File: src/rtl/sfr_pkg.sv
package sfr_pkg;

  typedef enum logic [1:0] {
    ST_IDLE     = 2'd0,
    ST_PREAMBLE = 2'd1,
    ST_HUNT     = 2'd2,
    ST_DATA     = 2'd3
  } sfrState_t;

  // strobes from control to datapath
  typedef struct packed {
    logic loadRec;
    logic shiftEn;
    logic failSync;
  } sfrStrobe_t;

endpackage

File: src/rtl/sfr_ctrl.sv
module sfr_ctrl
  import sfr_pkg::*;
#(
  parameter int WORD_CYC       = 192,
  parameter int PREAMBLE_WORDS = 21,
  parameter int MIN_ZEROS      = 32,
  parameter int TIMEOUT_WORDS  = 40
) (
  input  logic       clk,
  input  logic       rstN,
  input  logic       start,
  input  logic       bitValid,
  input  logic       bitVal,
  input  logic       wordDone,
  input  logic       lastWord,
  output sfrStrobe_t strobe,
  output logic       busy,
  output logic       synced
);

  localparam int PRE_CYC = PREAMBLE_WORDS * WORD_CYC;
  localparam int TO_CYC  = TIMEOUT_WORDS * WORD_CYC;
  localparam int MAX_CYC = (PRE_CYC > TO_CYC) ? PRE_CYC : TO_CYC;
  localparam int CNT_W   = $clog2(MAX_CYC + 1);
  localparam int ZC_W    = $clog2(MIN_ZEROS + 1);
  localparam logic [CNT_W-1:0] PRE_LAST = CNT_W'(PRE_CYC - 1);
  localparam logic [CNT_W-1:0] TO_LAST  = CNT_W'(TO_CYC - 1);
  localparam logic [ZC_W-1:0]  ZC_MIN   = ZC_W'(MIN_ZEROS);

  sfrState_t        state;
  logic [CNT_W-1:0] cycCnt;
  logic [ZC_W-1:0]  zeroCnt;
  logic             syncHit;
  logic             huntExpire;

  assign syncHit    = (state == ST_HUNT) && bitValid && bitVal && (zeroCnt >= ZC_MIN);
  assign huntExpire = (state == ST_HUNT) && (cycCnt == TO_LAST) && !syncHit;

  always_comb begin
    strobe          = '0;
    strobe.loadRec  = (state == ST_IDLE) && start;
    strobe.shiftEn  = (state == ST_DATA) && bitValid;
    strobe.failSync = huntExpire;
  end

  assign busy   = (state != ST_IDLE);
  assign synced = (state == ST_DATA);

  always_ff @(posedge clk) begin
    if (!rstN) begin
      state   <= ST_IDLE;
      cycCnt  <= '0;
      zeroCnt <= '0;
    end else begin
      unique case (state)
        ST_IDLE: begin
          if (start) begin
            state  <= ST_PREAMBLE;
            cycCnt <= '0;
          end
        end
        ST_PREAMBLE: begin
          if (cycCnt == PRE_LAST) begin
            state   <= ST_HUNT;
            cycCnt  <= '0;
            zeroCnt <= '0;
          end else begin
            cycCnt <= cycCnt + 1'b1;
          end
        end
        ST_HUNT: begin
          if (syncHit) begin
            state <= ST_DATA;
          end else if (huntExpire) begin
            state <= ST_IDLE;
          end else begin
            cycCnt <= cycCnt + 1'b1;
            if (bitValid) begin
              if (bitVal)                zeroCnt <= '0;
              else if (zeroCnt != ZC_MIN) zeroCnt <= zeroCnt + 1'b1;
            end
          end
        end
        ST_DATA: begin
          if (wordDone && lastWord) state <= ST_IDLE;
        end
        default: state <= ST_IDLE;
      endcase
    end
  end

endmodule

File: src/rtl/sfr_datapath.sv
module sfr_datapath
  import sfr_pkg::*;
#(
  parameter int          WORD_W    = 16,
  parameter int          MAX_WORDS = 256,
  parameter logic [15:0] SEED      = 16'h0151
) (
  input  logic                           clk,
  input  logic                           rstN,
  input  sfrStrobe_t                     strobe,
  input  logic                           bitVal,
  input  logic [$clog2(MAX_WORDS+1)-1:0] recWords,
  output logic                           wordDone,
  output logic                           lastWord,
  output logic                           wordValid,
  output logic [WORD_W-1:0]              wordData,
  output logic [$clog2(MAX_WORDS)-1:0]   wordIndex,
  output logic                           done,
  output logic                           chkOk,
  output logic                           syncErr
);

  localparam int BIT_W = $clog2(WORD_W);
  localparam int LEN_W = $clog2(MAX_WORDS + 1);
  localparam int IDX_W = $clog2(MAX_WORDS);
  localparam logic [BIT_W-1:0] BIT_LAST = BIT_W'(WORD_W - 1);

  logic [WORD_W-1:0] shiftReg;
  logic [WORD_W-1:0] assembled;
  logic [BIT_W-1:0]  bitCnt;
  logic [LEN_W-1:0]  wordIdx;
  logic [LEN_W-1:0]  recLen;
  logic [WORD_W-1:0] checksum;

  assign assembled = {shiftReg[WORD_W-2:0], bitVal};
  assign wordDone  = strobe.shiftEn && (bitCnt == BIT_LAST);
  assign lastWord  = (wordIdx == recLen);

  always_ff @(posedge clk) begin
    if (!rstN) begin
      shiftReg  <= '0;
      bitCnt    <= '0;
      wordIdx   <= '0;
      recLen    <= '0;
      checksum  <= '0;
      wordValid <= 1'b0;
      wordData  <= '0;
      wordIndex <= '0;
      done      <= 1'b0;
      chkOk     <= 1'b0;
      syncErr   <= 1'b0;
    end else begin
      wordValid <= 1'b0;
      done      <= 1'b0;
      if (strobe.loadRec) begin
        recLen   <= recWords;
        wordIdx  <= '0;
        bitCnt   <= '0;
        checksum <= WORD_W'(SEED);
        chkOk    <= 1'b0;
        syncErr  <= 1'b0;
      end
      if (strobe.shiftEn) begin
        shiftReg <= assembled;
        bitCnt   <= wordDone ? '0 : bitCnt + 1'b1;
        if (wordDone) begin
          if (!lastWord) begin
            wordValid <= 1'b1;
            wordData  <= assembled;
            wordIndex <= wordIdx[IDX_W-1:0];
            checksum  <= checksum ^ assembled;
            wordIdx   <= wordIdx + 1'b1;
          end else begin
            done  <= 1'b1;
            chkOk <= (checksum == assembled);
          end
        end
      end
      if (strobe.failSync) begin
        done    <= 1'b1;
        syncErr <= 1'b1;
        chkOk   <= 1'b0;
      end
    end
  end

endmodule

File: src/rtl/syncFieldReader.sv
module syncFieldReader
  import sfr_pkg::*;
#(
  parameter int          WORD_CYC       = 192,
  parameter int          PREAMBLE_WORDS = 21,
  parameter int          MIN_ZEROS      = 32,
  parameter int          TIMEOUT_WORDS  = 40,
  parameter int          MAX_WORDS      = 256,
  parameter logic [15:0] SEED           = 16'h0151
) (
  input  logic                           clk,
  input  logic                           rstN,
  input  logic                           start,
  input  logic [$clog2(MAX_WORDS+1)-1:0] wordCount,
  input  logic                           bitValid,
  input  logic                           bitVal,
  output logic                           busy,
  output logic                           synced,
  output logic                           wordValid,
  output logic [15:0]                    wordData,
  output logic [$clog2(MAX_WORDS)-1:0]   wordIndex,
  output logic                           done,
  output logic                           chkOk,
  output logic                           syncErr
);

  sfrStrobe_t strobe;
  logic       wordDone;
  logic       lastWord;

  sfr_ctrl #(
    .WORD_CYC      (WORD_CYC),
    .PREAMBLE_WORDS(PREAMBLE_WORDS),
    .MIN_ZEROS     (MIN_ZEROS),
    .TIMEOUT_WORDS (TIMEOUT_WORDS)
  ) u_ctrl (
    .clk     (clk),
    .rstN    (rstN),
    .start   (start),
    .bitValid(bitValid),
    .bitVal  (bitVal),
    .wordDone(wordDone),
    .lastWord(lastWord),
    .strobe  (strobe),
    .busy    (busy),
    .synced  (synced)
  );

  sfr_datapath #(
    .WORD_W   (16),
    .MAX_WORDS(MAX_WORDS),
    .SEED     (SEED)
  ) u_dp (
    .clk      (clk),
    .rstN     (rstN),
    .strobe   (strobe),
    .bitVal   (bitVal),
    .recWords (wordCount),
    .wordDone (wordDone),
    .lastWord (lastWord),
    .wordValid(wordValid),
    .wordData (wordData),
    .wordIndex(wordIndex),
    .done     (done),
    .chkOk    (chkOk),
    .syncErr  (syncErr)
  );

endmodule

File: config.mk
export PLATFORM = sky130hd
export DESIGN_NAME = syncFieldReader
export DESIGN_NICKNAME = d
export VERILOG_FILES = /design/src/rtl/sfr_pkg.sv /design/src/rtl/sfr_ctrl.sv /design/src/rtl/sfr_datapath.sv /design/src/rtl/syncFieldReader.sv
export SDC_FILE = /design/constraint.sdc
export NUM_CORES = 1
export LEC_CHECK = 0
export BUFFER_PORTS_ARGS = -buffer_cell sky130_fd_sc_hd__buf_4
export CAP_MARGIN = 20
export CORE_MARGIN = 5
export CORE_UTILIZATION = 55
export CTS_CLUSTER_DIAMETER = 30
export CTS_CLUSTER_SIZE = 8
export DETAILED_ROUTE_END_ITERATION = 8
export PLACE_DENSITY_LB_ADDON = 0.05
export SLEW_MARGIN = 20
export SYNTH_ARGS = -nofsm -noshare
export SYNTH_HDL_FRONTEND = slang
export SYNTH_SLANG_ARGS = --single-unit
File: constraint.sdc
create_clock -name clk -period 3.6 [get_ports clk]
set_clock_uncertainty 0.1 [all_clocks]
set_input_delay 0.18 -clock clk [delete_from_list [all_inputs] [get_ports clk]]
set_output_delay 0.18 -clock clk [all_outputs]
set_load 0.005 [all_outputs]
==> impl_metrics.yaml, run 1 <==
status:
  run_status: "finished clean"
synthesis:
  ys_top_cells_by_count: "120 x nand2_1, 102 x dfxtp_1, 58 x a21oi_1"
  synth_area_um2: 4640
  synth_enable_flop_cells: 0
  synth_top_area_cell: "dfxtp_1"
  syn-mean-instance-area_um2: 8.32
  yosys.cell_count.top_type: "nand2_1"
  yosysTopAreaCellShare: 0.440
  synth.area.top_cells: "dfxtp_1 44%, nand2_1 9.7%, a21oi_1 6.3%"
  yosysWarnings: 0
  synthArstFlopShare: 0
  synthCells: 557
  ys_dominant_reg_cell: "dfxtp_1"
  seq_area_frac_synth: 0.440
  yosys_register_bits: 102
  syn-num-nets: 582
  synth_cell_types: 49
pwr:
  ir_drop_uv: 318
  p_leak_nw: 2.16
  powerDensity_nw_per_um2: 451
  total_power_mw: 2.42
sta:
  hold_viol: 0
  min_period_over_period: 0.733
  fin_ws_ns: 0.960
  setup_viol: 0
  fmax_mhz: 379
  finalCriticalPeriod_ns: 2.64
  rsz0062_at_grt: "false"
  worst_slew_pin_slew_ns: 0.653
  slew_violations: 0
  slew-limit-headroom: 0.565
  fin_setup_tns_ns: 0
detailed_routing:
  dr.pass1.iters: 4
  final_antenna_net_count: 0
  routed.top_layer: "met4"
  vias_per_cell: 5.56
  vias: 3948
  wl_per_cell_um: 14.2
  met2WireLength_um: 4950
  drc: 0
  wl_met3_um: 330
  met1Wirelength_um: 4640
  drt_iter0_drc: 200
  postRouteWirelength_um: 10100
final_layout:
  final_util: 0.654
  nNetsFinal: 625
  fill_cells: 731
  diodes: 0
  drive_above_1_share: 0.124
  area_delta_synth_final_pct: 15.9
clock_tree:
  cts-root-buf: "clkbuf_8"
  clkLatencyLatePin_ns: 0.36
  clock-sinks: 102
  ctsHoldBuffers: 9
  cts_max_level: 3
  cts_setup_buffers: 0
  clk_pin_slew_worst_paths_ns: 0.10
  cts_tree: "yes"
  cts_buffers: 9
  cts_resized: 0
  cts_buffer_depth: 2
critical_path:
  timing.critical_path.to: "u_ctrl.cycCnt[8]$_SDFFE_PN0P_"
  crit_arrival_ns: 2.80
  path_max_fanout: 7
  worstSetupPathType: "reg -> reg"
  reg2reg_from: "u_ctrl.state[0]$_SDFFE_PN0P_"
  r2r_cells: 8
  required_ns: 3.76
  rr_endpoint: "u_ctrl.cycCnt[8]$_SDFFE_PN0P_"
  startpoint_type: "flip-flop"
  setup.worst_path.start: "u_ctrl.state[0]$_SDFFE_PN0P_"
  cp-end-kind: "flip-flop"
  r2r_setup_slack_ns: 0.96
floorplanning:
  initial_core_util: 0.564
  die_area_um2: 10400
  coreArea_um2: 8220
  die_h_um: 102
  rows: 33
  io_pins: 44
  die_x_um: 102
grt:
  antenna_found_initial: 0
  grt_pass1_wl_um: 17200
  grt.total_usage: 0.206
  grt_start_max_net_pins: 61
  grt_overflow: 0
  first_global_vias: 3622
place:
  dp_slack_ns: 0.786
  finalWeightedCongestion: 0.852
  portBuffers: 43
  hpwlAfterDp_um: 7040
job:
  cap_violations: 0
worst_hold_path:
  hp-class: "in -> reg"
==> stage by stage <==
stage	hold slack [ns]	instance area (um^2)	std cells
3_3_place_gp	0.328	5070	684
2_1_floorplan	0.216	4640	557
5_1_grt	0.0241	5370	710
3_5_place_dp	0.338	5070	684
6_report	0.0293	5370	710
4_1_cts	0.0230	5360	709
==> layout by cell type (no fill, tap or decap), types with 2 or more instances in the layout <==
master         synthesis  routed
nand2_1              120     120
dfxtp_1              102     102
a21oi_1               58      58
buf_4                  0      51
nor2_1                26      26
xnor2_1               20      20
xor2_1                20      20
nand3_1               19      19
nor3_1                15      15
nor3b_1               15      15
o22ai_1               14      14
a21o_1                14      14
nor4_1                11      11
ha_1                  11      11
and3_1                 9       9
clkbuf_8               0       9
dlygate4sd3_1          0       9
mux2i_1                8       8
inv_1                  7       7
o21ai_0                7       7
nand4_1                6       6
a22o_1                 4       4
a211oi_1               4       4
and2_1                 3       3
nand3b_1               3       3
nand2b_1               3       3
and4_1                 2       2
o31ai_4                0       2
o211ai_1               2       2
o41a_1                 2       2
nor4b_1                2       2
a211o_1                2       2
inv_6                  0       2
==> final cells by class <==
| cell class | instances | area, um^2 | area share |
|---|---|---|---|
| Multi-Input combinational cell | 417 | 2480 | 0.463 |
| Sequential cell | 102 | 2040 | 0.380 |
| Timing Repair Buffer | 61 | 484 | 0.0901 |
| Tap cell | 105 | 131 | 0.0245 |
| Clock buffer | 10 | 128 | 0.0238 |
| Clock inverter | 6 | 68.8 | 0.0128 |
| Inverter | 9 | 33.8 | 0.00629 |
==> metal layers <==
metal  track usage  vias to the layer above
li1              -                     2027
met1         0.267                     1841
met2         0.343                       66
met3        0.0455                       14
met4        0.0634                        0
met5             0                        -
==> power by group <==
part           internal (mW)  switching [mW]  leakage (nW)
logic                  0.186           0.295          1.24
clock network          0.327           0.398        0.0973
registers               1.17          0.0433         0.824
total                   1.68           0.736          2.16
==> registers in the layout, summed over array words and instances, names as in the netlist, 2 cells and up <==
signal,count
u_dp.checksum,16
u_dp.wordData,16
u_dp.shiftReg,15
u_ctrl.cycCnt,13
u_dp.recLen,9
u_dp.wordIdx,9
u_dp.wordIndex,8
u_ctrl.zeroCnt,6
u_dp.bitCnt,4
u_ctrl.state,2
==> cells by family (layout without fill, tap and decap cells) <==
group,count (synthesis),count (layout),synth area share
XOR/XNOR,40,40,0.0756
adder cells (fa/ha/maj),11,11,0.0297
AND/OR/NAND/NOR,242,242,0.252
multiplexers,9,9,0.0197
buffers and inverters,38,86,0.0316
AO/OA/AOI/OAI,115,115,0.151
flip-flops,102,102,0.440
==> worst max-delay path: stages, from the launching register on <==
cell	delay, ns
dfxtp_1	0.43
inv_1	0.12
ha_1	0.28
nand4_1	0.23
nand3b_1	0.26
or2_2	0.39
o21ai_1	0.44
buf_4	0.24
nor2_1	0.05
==> worst min path at each step <==
stage,startpoint,endpoint,slack (ns),cells past startpoint
floorplan,wordCount[0],u_dp.recLen[0]$_SDFFE_PN0P_,0.22,2
global placement,wordCount[2],u_dp.recLen[2]$_SDFFE_PN0P_,0.33,3
detailed placement,wordCount[5],u_dp.recLen[5]$_SDFFE_PN0P_,0.34,3
CTS,bitVal,u_dp.shiftReg[0]$_SDFFE_PN0N_,0.02,3
global route,bitVal,u_dp.shiftReg[0]$_SDFFE_PN0N_,0.02,3
finish,bitVal,u_dp.shiftReg[0]$_SDFFE_PN0N_,0.03,3
No activity file was read; power rests on OpenSTA's default activity.
==> run 2, diff against run 1 <==
clock period = 2.55 ns   (was 3.6 ns; I/O delays follow)
==> run 2 against run 1 <==
Net effect: cell count up 0.85%; maximum frequency is 13% higher; critical endpoint is now u_ctrl.zeroCnt[3]$_SDFFE_PN0P_; critical path type unchanged; global-route usage is 0.56 points higher.
==> impl_metrics.yaml, run 2 (same netlist as run 1, synthesis figures left out) <==
clock_tree:
  clock-sinks: 102
  cts_max_level: 3
  cts_tree: "yes"
  cts_resized: 0
  cts-root-buf: "clkbuf_8"
  clkLatencyLatePin_ns: 0.36
  cts_buffers: 9
  clk_pin_slew_worst_paths_ns: 0.11
  cts_buffer_depth: 2
critical_path:
  rr_endpoint: "u_ctrl.zeroCnt[3]$_SDFFE_PN0P_"
  reg2reg_from: "u_ctrl.state[0]$_SDFFE_PN0P_"
  required_ns: 2.67
  setup.worst_path.start: "u_ctrl.state[0]$_SDFFE_PN0P_"
  path_max_fanout: 7
  startpoint_type: "flip-flop"
  crit_arrival_ns: 2.46
  r2r_setup_slack_ns: 0.21
  worstSetupPathType: "reg -> reg"
  cp-end-kind: "flip-flop"
  r2r_cells: 7
sta:
  hold_viol: 0
  rsz0062_at_grt: "false"
  slew_violations: 0
  slew-limit-headroom: 0.572
  fin_ws_ns: 0.213
  holdWs_ns: 0.202
  setup_viol: 0
  finalCriticalPeriod_ns: 2.34
  min_period_over_period: 0.916
  fmax_mhz: 428
  worst_slew_pin_slew_ns: 0.642
  fin_setup_tns_ns: 0
grt:
  grt.total_usage: 0.212
  grt_overflow: 0
  antenna_found_initial: 0
  first_global_vias: 3860
  grt_pass1_wl_um: 17700
  grt_start_max_net_pins: 61
status:
  run_status: "finished clean"
detailed_routing:
  wl_per_cell_um: 14.6
  final_antenna_net_count: 0
  vias_per_cell: 5.64
  postRouteWirelength_um: 10400
  drt_iter0_drc: 118
  vias: 4040
  dr.pass1.iters: 4
  drc: 0
pwr:
  p_leak_nw: 2.19
  total_power_mw: 3.47
  ir_drop_uv: 548
  powerDensity_nw_per_um2: 637
worst_hold_path:
  hp-start: "start"
  hp-class: "in -> reg"
  holdPathStages: 4
  min_to: "u_ctrl.state[0]$_SDFFE_PN0P_"
floorplanning:
  initial_core_util: 0.564
  rows: 33
  io_pins: 44
  coreArea_um2: 8220
  die_area_um2: 10400
  die_x_um: 102
  die_h_um: 102
job:
  cap_violations: 0
final_layout:
  final_common_cell: "nand2_1"
  nNetsFinal: 631
  top_regs: "u_dp.checksum (16), u_dp.wordData (16), u_dp.shiftReg (15)"
  area_delta_synth_final_pct: 17.4
  final_util: 0.662
  final_cell_mix: "120 x nand2_1, 102 x dfxtp_1, 58 x a21oi_1, 55 x buf_4, 26 x nor2_1"
  diodes: 0
  drive_above_1_share: 0.129
place:
  portBuffers: 43
  finalWeightedCongestion: 0.854
  hpwlAfterDp_um: 7170
  dp_slack_ns: 0.252
[run 2: changes by cell type in the layout (fill, tap and decap cells not counted), sizes merged]
| cell | change |
|---|---|
| clkinvlp | -1 |
| dlygate4sd3 | +2 |
| buf | +4 |
| clkbuf | +1 |
[run 2: timing repair]
item	4_1_cts	5_1_grt
hold buffers	11	0
hold endpoints to repair	16	0
setup buffers	0	0
[run 2: power breakdown]
| part | internal [mW] | switching (mW) | total [mW] |
|---|---|---|---|
| Sequential | 1.65 | 0.0599 | 1.71 |
| Combinational | 0.277 | 0.420 | 0.697 |
| Clock | 0.492 | 0.565 | 1.06 |
[run 2: cell type report]
cell class | count | area [um^2]
Fill cell | 713 | 2780
Timing Repair Buffer | 67 | 543
Clock buffer | 11 | 141
Inverter | 9 | 33.8
Clock inverter | 5 | 65.1
Tap cell | 105 | 131
Sequential cell | 102 | 2040
Multi-Input combinational cell | 417 | 2480
[run 2: worst max path at each step]
stage	to	cells after the start
after floorplan	u_ctrl.state[0]$_SDFFE_PN0P_	7
after global placement	u_ctrl.cycCnt[2]$_SDFFE_PN0P_	8
after detailed placement	u_ctrl.zeroCnt[3]$_SDFFE_PN0P_	7
after CTS	u_ctrl.cycCnt[5]$_SDFFE_PN0P_	8
after global routing	u_ctrl.cycCnt[5]$_SDFFE_PN0P_	8
final	u_ctrl.zeroCnt[3]$_SDFFE_PN0P_	7
[run 2: through the flow]
step | cell area [um^2] | instances
final | 5440 | 716
after global routing | 5440 | 716
after CTS | 5440 | 716
after detailed placement | 5120 | 689
after global placement | 5120 | 689
after floorplan | 4640 | 557
[run 2: per-layer routing]
| metal | GRT usage | vias up | wire (um) |
|---|---|---|---|
| met1 | 0.259 | 1919 | 4630 |
| li1 | - | 2040 | - |
| met5 | 0 | - | 0 |
| met4 | 0.0726 | 0 | 160 |
| met2 | 0.370 | 67 | 5300 |
| met3 | 0.0413 | 14 | 339 |
[run 2: worst max-delay path, cell delays in order (launching register included)]
cell and delay (ns):
dfxtp_1 0.44, inv_1 0.11, ha_1 0.28, nor2b_1 0.22, and3_1 0.22, nor4_4 0.48, mux2i_1 0.26, a21oi_1 0.08
==> run 3, diff against run 2 <==
CORE_UTILIZATION = 53   (was 55)
clock period = 2.1 ns   (was 2.55 ns; I/O delays follow)
==> run 3 against run 2 <==
Net effect: die area increased by 3.4%; worst setup slack got worse by 0.20 ns; via count increased by 2.9%; flip-flop and latch count unchanged; sequential power increased by 23%; non-clock buffer count increased by 36; sequential share of layout area decreased by 2.3 points; largest cell class unchanged; largest power group unchanged.
==> impl_metrics.yaml, run 3 (same netlist as run 1, synthesis figures left out) <==
final_layout:
  nNetsFinal: 667
  drive_above_1_share: 0.219
  top_regs: "u_dp.checksum (16), u_dp.wordData (16), u_dp.shiftReg (15)"
  diodes: 0
  fin_cells: 755
  area_delta_synth_final_pct: 26.5
  final_util: 0.679
  final_common_cell: "nand2_1"
  final_cell_mix: "120 x nand2_1, 90 x dfxtp_1, 87 x buf_4, 58 x a21oi_1, 26 x nor2_1"
clock_tree:
  cts-root-buf: "clkbuf_8"
  cts_tree: "yes"
  clkLatencyLatePin_ns: 0.37
  cts_buffers: 9
  cts_buffer_depth: 2
  cts_max_level: 3
  clk_pin_slew_worst_paths_ns: 0.10
  clock-sinks: 102
pwr:
  p_leak_nw: 2.41
  p_int_mw: 2.97
  sw_frac_of_total: 0.311
  p_comb_frac: 0.238
  ir_drop_uv: 396
  sequentialPowerShare: 0.488
  clkPwrFrac: 0.275
  p_switching_mw: 1.34
  powerDensity_nw_per_um2: 735
sta:
  fin_ws_ns: 0.0145
  fmax_mhz: 479
  holdWs_ns: 0.166
  slew-limit-headroom: 0.578
  hold_viol: 0
  setup_viol: 0
  fin_setup_tns_ns: 0
  finalCriticalPeriod_ns: 2.09
  min_period_over_period: 0.993
  slew_violations: 0
  worst_slew_pin_slew_ns: 0.633
  rsz0062_at_grt: "true"
grt:
  antenna_found_initial: 0
  first_global_vias: 3968
  grt_start_max_net_pins: 61
  grt_pass1_wl_um: 18300
  grt.total_usage: 0.202
  grt_overflow: 0
floorplanning:
  initial_core_util: 0.537
  die_x_um: 104
  coreArea_um2: 8640
  io_pins: 44
  die_h_um: 104
  rows: 34
  die_area_um2: 10700
place:
  portBuffers: 43
  hpwlAfterDp_um: 7720
  dpl.cell_count: 726
  finalWeightedCongestion: 0.837
  dp_slack_ns: -0.0492
detailed_routing:
  met2WireLength_um: 5600
  dr.pass1.iters: 4
  wl_per_cell_um: 14.4
  wl_met3_um: 291
  final_antenna_net_count: 0
  drt_iter0_drc: 210
  routed.top_layer: "met4"
  vias_per_cell: 5.51
  met1Wirelength_um: 4890
  drc: 0
  vias: 4157
  postRouteWirelength_um: 10900
critical_path:
  crit_arrival_ns: 2.26
  required_ns: 2.27
  worstSetupPathType: "reg -> reg"
  crit_family: "simple AND/OR/NAND/NOR gates"
  startpoint_type: "flip-flop"
  r2r_setup_slack_ns: 0.01
  path_max_fanout: 6
  cp-end-kind: "flip-flop"
  cp_slowest_stage_delay_ns: 0.56
  crit_chain: "xnor2_1 > nand2_1 > o41a_1 > or4_4 > mux2i_1"
  cp.buffers_inverters: 0
  cp_slowest_cell: "or4_4"
job:
  cap_violations: 0
worst_hold_path:
  hp-class: "in -> reg"
status:
  run_status: "finished clean"
## run 3: cell count changes in the layout (fill, tap and decap cells not counted), moves of 2 or more
| cell | before | now |
|---|---|---|
| dfxtp_4 | 0 | 2 |
| dfxtp_1 | 102 | 90 |
| buf_6 | 0 | 2 |
| ha_4 | 0 | 3 |
| xnor2_2 | 0 | 7 |
| dfxtp_2 | 0 | 10 |
| ha_1 | 11 | 8 |
| buf_12 | 1 | 3 |
| buf_4 | 55 | 87 |
| xnor2_1 | 20 | 13 |
## run 3: tightest hold or removal path, stage by stage
cell,delay [ns]
buf_4,0.10
nand2_1,0.06
buf_4,0.19
nand2_1,0.08
a21oi_1,0.05
## run 3: path summary, 6_finish.rpt
check,to,depth (start not counted),startpoint
min reg2reg,u_dp.wordIndex[3]$_SDFFE_PN0P_,2,u_dp.wordIndex[3]$_SDFFE_PN0P_
min,u_dp.recLen[3]$_SDFFE_PN0P_,5,start
max reg2reg,u_ctrl.state[0]$_SDFFE_PN0P_,5,u_dp.wordIdx[2]$_SDFF_PN0_
max,u_ctrl.state[0]$_SDFFE_PN0P_,5,u_dp.wordIdx[2]$_SDFF_PN0_
## run 3: final cells by class
class                           instances  area, um^2
Fill cell                             703        2770
Multi-Input combinational cell        417        2600
Sequential cell                       102        2060
Timing Repair Buffer                  103         846
Clock buffer                           10         138
Tap cell                              108         135
Clock inverter                          6        51.3
Inverter                                9        33.8
## run 3: repair_timing
item / in CTS / in global routing
endpoints found under the hold margin: 18 / 0
setup buffers: 0 / 2
endpoints found under the setup margin: 7 / 35
gates cloned: 0 / 0
resized for setup: 2 / 26
pin swaps: 2 / 13
hold buffers: 11 / 0
## run 3: power by group through the flow
stage                     Clock (mW)  Sequential, mW  Combinational [mW]
after floorplan                    0            2.12               0.603
after global placement             0            2.12               0.915
after detailed placement           0            2.13               0.938
after CTS                       1.21            2.08               0.969
after global routing            1.31            2.11                1.12
final                           1.18            2.10                1.02
## run 3: per-stage QoR
step                total power, mW  cell area (um^2)
global route                   4.54              5860
global placement               3.04              5440
detailed placement             3.07              5440
CTS                            4.27              5740
finish                         4.31              5860
floorplan                      2.72              4670
## run 3: per-layer routing
| layer | up-vias | track usage |
|---|---|---|
| met3 | 11 | 0.0299 |
| met1 | 1974 | 0.250 |
| li1 | 2106 | - |
| met5 | - | 0 |
| met2 | 66 | 0.356 |
| met4 | 0 | 0.0665 |
